--- src/rtl/mw_eeprom.sv ---
module mw_eeprom #(
  parameter bit WORD16      = 1'b0,
  parameter int PROG_CYCLES = 2000,
  parameter int CS_LOW_MIN  = 63
) (
  input  logic clk,
  input  logic rst_n,
  input  logic cs,
  input  logic sclk,
  input  logic sdi,
  output logic sdo,
  output logic sdo_en
);
  localparam int DW    = WORD16 ? 16 : 8;
  localparam int AW    = WORD16 ? 6 : 7;
  localparam int DEPTH = 1 << AW;
  localparam int HW    = AW + 2;
  localparam int CW    = $clog2(HW + DW + 1);
  localparam int PCW   = $clog2(PROG_CYCLES + 1);
  localparam int LCW   = $clog2(CS_LOW_MIN + 1);

  typedef enum logic [2:0] {S_IDLE, S_HDR, S_RD, S_WD, S_PROG, S_HOLD} st_t;

  st_t            st;
  logic [DW-1:0]  mem [DEPTH];
  logic [HW-1:0]  hdr;
  logic [CW-1:0]  cnt;
  logic [DW:0]    rsh;
  logic [DW-1:0]  pdata;
  logic [AW-1:0]  paddr;
  logic           pall, wen, stat, cs_q, sk_q;
  logic [PCW-1:0] pcnt;
  logic [LCW-1:0] lowcnt;

  wire          sk_rise = sclk & ~sk_q;
  wire          cs_rise = cs & ~cs_q;
  wire [HW-1:0] hdr_n   = {hdr[HW-2:0], sdi};
  wire [1:0]    op      = hdr_n[HW-1:HW-2];
  wire [1:0]    ext     = hdr_n[AW-1:AW-2];
  wire [AW-1:0] addr    = hdr_n[AW-1:0];

  always_ff @(posedge clk or negedge rst_n) begin
    if (!rst_n) begin
      st     <= S_IDLE;
      hdr    <= '0;
      cnt    <= '0;
      rsh    <= '0;
      pdata  <= '0;
      paddr  <= '0;
      pall   <= 1'b0;
      wen    <= 1'b0;
      stat   <= 1'b0;
      cs_q   <= 1'b0;
      sk_q   <= 1'b0;
      pcnt   <= '0;
      lowcnt <= '0;
      for (int i = 0; i < DEPTH; i++) mem[i] <= '1;
    end else begin
      cs_q <= cs;
      sk_q <= sclk;
      if (!cs) begin
        if (lowcnt != LCW'(CS_LOW_MIN)) lowcnt <= lowcnt + 1'b1;
        stat <= 1'b0;
      end else begin
        lowcnt <= '0;
      end
      if (cs_rise && lowcnt == LCW'(CS_LOW_MIN) && st == S_PROG) stat <= 1'b1;

      if (st == S_PROG) begin
        if (pcnt == PCW'(PROG_CYCLES - 1)) begin
          pcnt <= '0;
          st   <= S_IDLE;
          if (pall) for (int i = 0; i < DEPTH; i++) mem[i] <= pdata;
          else mem[paddr] <= pdata;
        end else begin
          pcnt <= pcnt + 1'b1;
        end
      end else if (!cs) begin
        st <= S_IDLE;
      end else if (sk_rise) begin
        case (st)
          S_IDLE: if (sdi) begin
            st   <= S_HDR;
            cnt  <= '0;
            stat <= 1'b0;
          end
          S_HDR: begin
            hdr <= hdr_n;
            cnt <= cnt + 1'b1;
            if (cnt == CW'(HW - 1)) begin
              cnt   <= '0;
              paddr <= addr;
              pall  <= 1'b0;
              st    <= S_HOLD;
              case (op)
                2'b10: begin
                  rsh <= {1'b0, mem[addr]};
                  st  <= S_RD;
                end
                2'b01: st <= S_WD;
                2'b11: if (wen) begin
                  pdata <= '1;
                  st    <= S_PROG;
                end
                default: case (ext)
                  2'b11: wen <= 1'b1;
                  2'b00: wen <= 1'b0;
                  2'b10: begin
                    pall <= 1'b1;
                    if (wen) begin
                      pdata <= '1;
                      st    <= S_PROG;
                    end
                  end
                  default: begin
                    pall <= 1'b1;
                    st   <= S_WD;
                  end
                endcase
              endcase
            end
          end
          S_RD: rsh <= rsh << 1;
          S_WD: begin
            pdata <= {pdata[DW-2:0], sdi};
            cnt   <= cnt + 1'b1;
            if (cnt == CW'(DW - 1)) st <= wen ? S_PROG : S_HOLD;
          end
          default: ;
        endcase
      end
    end
  end

  assign sdo_en = cs & (stat | (st == S_RD));
  assign sdo    = cs & (stat ? (st != S_PROG) : ((st == S_RD) & rsh[DW]));

  p_dummy_r2: assert property (@(posedge clk) disable iff (!rst_n)
    (cs && st == S_HDR && sk_rise && cnt == CW'(HW - 1) && op == 2'b10)
      |=> (!cs || (sdo_en && !sdo)));

  p_wen_src_r3: assert property (@(posedge clk) disable iff (!rst_n)
    $rose(wen) |-> $past(st) == S_HDR);

  p_busy_len_r4: assert property (@(posedge clk) disable iff (!rst_n)
    (st == S_PROG && pcnt != PCW'(PROG_CYCLES - 1)) |=> st == S_PROG);

  p_gate_r8: assert property (@(posedge clk) disable iff (!rst_n)
    (!wen && cs && st == S_WD && sk_rise && cnt == CW'(DW - 1)) |=> st != S_PROG);

  p_abort_r10: assert property (@(posedge clk) disable iff (!rst_n)
    (!cs && st != S_PROG) |=> st == S_IDLE);

  p_mem_quiet_r10: assert property (@(posedge clk) disable iff (!rst_n)
    (st != S_PROG) |=> $stable(mem[0]));
endmodule

--- config.mk ---
export PLATFORM = sky130hd
export DESIGN_NAME = mw_eeprom
export DESIGN_NICKNAME = d
export VERILOG_FILES = /design/src/rtl/mw_eeprom.sv
export SDC_FILE = /design/constraint.sdc
export NUM_CORES = 2
export LEC_CHECK = 0
export BUFFER_PORTS_ARGS = -buffer_cell sky130_fd_sc_hd__buf_2
export CORE_ASPECT_RATIO = 2
export CORE_MARGIN = 1.5
export CORE_UTILIZATION = 64
export DETAILED_ROUTE_END_ITERATION = 7
export GPL_TIMING_DRIVEN = 1
export PLACE_DENSITY = 0.79
export RECOVER_POWER = 100
export SLEW_MARGIN = 20
export SYNTH_ARGS = -nofsm -noshare
export SYNTH_HDL_FRONTEND = slang
export SYNTH_SLANG_ARGS = --single-unit
export TNS_END_PERCENT = 1
--- constraint.sdc ---
create_clock -name clk -period 2.8 [get_ports clk]
set_input_delay 0.14 -clock clk [delete_from_list [all_inputs] [get_ports clk]]
set_output_delay 0.14 -clock clk [all_outputs]
set_load 0.03 [all_outputs]
==> impl_metrics.csv <==
group,metric,value,unit
timing,rsz0062_at_grt,"true",
timing,fin_skew,0.0188,ns
cells_and_area,n_antenna_cell,0,
global_route,grt_pass1_wl,220000,um
yosys,postSynthCellCount,3539,
yosys,ys_types,63,
timing,slew_violations,430,
timing,setup_violations,0,
power_and_ir_drop,p_per_area,519,mW/mm^2
timing,period_minus_slack,2.79,ns
cts,clock_latency,0.70,ns
worst_setup_path,worstSetupStartpointType,"register",
yosys,ys.flop_type,"dfstp_2",
global_route,grt_max_degree,101,
global_route,grt_pass1_vias,34700,
yosys,syn-num-nets,3555,
floorplanning,die_y,412,um
yosys,synth-seq-cells,1086,
cts,htreeDepth,3,
global_route,antenna_found_initial,1,
placement,dpl_worst_slack,-0.260,ns
routing,drt-total-wl,143000,um
routing,wl_per_cell,30.2,um
cells_and_area,nets,3616,
placement,hpwl,98400,um
yosys,synth-edff-count,0,
floorplanning,die_area,0.0856,mm^2
routing,viasPerCell,6.71,
power_and_ir_drop,ir_drop,422,uV
cells_and_area,drive_gt1_share,48.0,%
yosys,ys_seq_area_share,53.1,%
yosys,avgSynthCellArea,15.1,um^2
floorplanning,core.rowCount,150,
yosys,yosys_warnings,0,
power_and_ir_drop,power.total,30300,uW
cts,numClockSinks,1086,
timing,maxSlewHeadroom,-33.4,%
worst_setup_path,crit_required,3.42,ns
yosys,ys_async_sr_fraction,100,%
cells_and_area,nFillCells,5563,
cts,tritoncts,"done",
worst_setup_path,critPathKind,"reg2reg",
cts,cts_made_buffers,93,
timing,fmax,0.359,GHz
routing,final_antenna_net_count,0,
placement,place_inst,4564,
worst_setup_path,r2r-end,"rsh[7]",
global_route,track_usage,34.5,%
worst_setup_path,cpPeakStageDelay,0.52,ns
status,violations,"capacitance limit, slew limit",
routing,initialDrtViolationCount,2256,
cells_and_area,instances_no_fill,4739,
placement,place_area,0.0562,mm^2
floorplanning,die_x,208,um
routing,route.detailed.drc,0,
worst_setup_path,arrival,3.40,ns
timing,finalHoldViolCount,0,
worst_setup_path,path_cells,"buf_4 > nor2b_2 > buf_4 > buf_4 > nand2_1 > o2111ai_1 > a221oi_2 > nand4_1 > o21ai_1",
cells_and_area,design_area,0.0584,mm^2
hold_path,hp-class,"in2async",
worst_setup_path,endpoint_kind,"register",
placement,gp_congestion,0.918,
worst_setup_path,crit_top_cell,"buf_4",
job,cap_violations,6,
floorplanning,io_pins,7,
worst_setup_path,rrSetupSlack,0.01,ns
cts,clockRootBuffer,"clkbuf_16",
floorplanning,initial_core_util,64.3,%
yosys,syn_area,0.0536,mm^2
worst_setup_path,worst_path_max_delay_cell,"dfrtp_4",
worst_setup_path,reg2reg_from,"hdr[1]",
timing,fin_ws,0.0133,ns
cts,cts.path.max_buffers,3,
cts,clk_pin_slew,0.07,ns
routing,first_pass_iters,5,
floorplanning,core_area,0.0833,mm^2
cells_and_area,syn_to_final_growth,8.98,%
timing,min_period_over_period,99.5,%
placement,io_buffers,6,
timing,worst_pin_slew,2.00,ns
routing,vias,31800,
global_route,grt_overflow,0,
status,outcome,"finished, violations left",
worst_setup_path,path_max_fanout,16,
worst_setup_path,r2r_cells,9,
power_and_ir_drop,power.leakage,0.0236,uW
[logic make-up (layout without fill, tap and decap cells)]
logic type	Yosys count	count (layout)	synth area share, %
AO/OA/AOI/OAI	390	390	4.56
XOR/XNOR	4	4	0.0654
adder cells (fa/ha/maj)	11	11	0.257
buffers and inverters	278	414	2.33
flip-flops	1086	1086	53.1
multiplexers	1404	1404	33.2
AND/OR/NAND/NOR	366	366	6.54
[report_power, final]
part | leakage, uW | switching (uW) | total, uW | internal, uW
sequential | 0.0114 | 4.40 | 15800 | 15800
clock | 0.00161 | 6000 | 13900 | 7930
combinational | 0.0106 | 464 | 603 | 139
total | 0.0236 | 6470 | 30300 | 23800
[cell type report]
cell class                      instances  area, um^2  area share [%]
Clock inverter                         41         551           0.942
Sequential cell                      1086       28500            48.8
Timing Repair Buffer                  230        2140            3.67
Inverter                               14        52.6          0.0899
Clock buffer                          129        2730            4.67
Multi-Input combinational cell       2175       23100            39.6
Tap cell                             1064        1330            2.28
[stage by stage]
| step | utilization, % | TNS (ns) | hold WS [ns] |
|---|---|---|---|
| 5_1_grt | 70.1 | -0.00741 | 0.173 |
| 3_5_place_dp | 67.5 | -0.260 | 0.300 |
| 4_1_cts | 71.5 | 0 | 0.154 |
| 2_1_floorplan | - | 0 | -0.156 |
| 6_report | 70.1 | 0 | 0.103 |
| 3_3_place_gp | 67.5 | -0.250 | 0.297 |
[worst max-delay path by stage]
stage | slack (ns) | cells after the start | end | from
floorplan | 0.20 | 9 | mem[1023] | st[1]
CTS | 0.07 | 8 | rsh[6] | hdr[0]
global placement | -0.25 | 8 | rsh[6] | hdr[0]
global route | -0.007 | 9 | rsh[3] | hdr[0]
detailed placement | -0.26 | 8 | rsh[6] | hdr[0]
finish | 0.01 | 9 | rsh[7] | hdr[1]
[worst max-delay path: cells and delay by family, from the launching register on]
kind	cells	cell delay [ns]
compound gates	3	0.86
buf+inv	3	0.75
simple gates	3	0.56
flops	1	0.52
[registers in the layout, summed over array words and instances, names as in the netlist]
| register | flops |
|---|---|
| wen | 1 |
| paddr | 7 |
| st | 3 |
| rsh | 9 |
| lowcnt | 6 |
| cnt | 5 |
| sk_q | 1 |
| hdr | 8 |
| pall | 1 |
| mem | 1024 |
| pcnt | 11 |
| stat | 1 |
| cs_q | 1 |
| pdata | 8 |
[cells in the final DEF (no fill, tap or decap), drive strengths merged, types with 5 or more instances in the layout]
cell and n:
nand4 8, and2 13, mux4 193, a211oi 28, nand2b 11, a22oi 53, a221oi 5, nand2 75
bufinv 12, buf 195, a21oi 162, o211ai 8, nor3b 7, o22ai 25, o21ai 39, dfrtp 62
or3 5, a221o 5, a31oi 18, clkinv 21, dfstp 1024, clkbuf 161, nor2 164, inv 16
mux2i 159, mux2 1052, o22a 9, nor3 19, and3 6, clkinvlp 6, a2bb2oi 13, nor2b 11
nand3 27, ha 11, nor4 8
[Yosys cell counts (18+ instances only)]
master | number | area, um^2
mux4_2 | 193 | 4350
nand2_1 | 75 | 282
clkbuf_1 | 186 | 698
mux2i_1 | 159 | 1590
nor2_4 | 28 | 315
nor2_1 | 36 | 135
o22ai_1 | 25 | 156
buf_2 | 47 | 235
dfstp_2 | 1024 | 26900
mux2_2 | 23 | 259
dfrtp_1 | 62 | 1550
a21oi_1 | 162 | 811
nor3_1 | 19 | 95.1
a31oi_1 | 18 | 113
o21ai_0 | 31 | 155
mux2_1 | 1029 | 11600
nand3_1 | 27 | 135
a22oi_1 | 53 | 398
nor2_8 | 100 | 2000
a211oi_1 | 28 | 210
[per-layer routing]
layer / global-route usage (%) / share of wire (%) / up-vias
li1: - / - / 13300
met1: 39.0 / 35 / 17000
met2: 59.7 / 51 / 1009
met3: 5.46 / 5.1 / 468
met4: 25.0 / 8.2 / 2
met5: 0 / 0.0091 / -
[repair_timing]
item | in CTS | in global routing
hold buffers | 3 | 0
endpoints found under the hold margin | 33 | 0
setup buffers | 2 | 0
pin swaps | 0 | 2
endpoints found under the setup margin | 2 | 4
resized for setup | 2 | 6
Power figures use the tool's default switching activity.
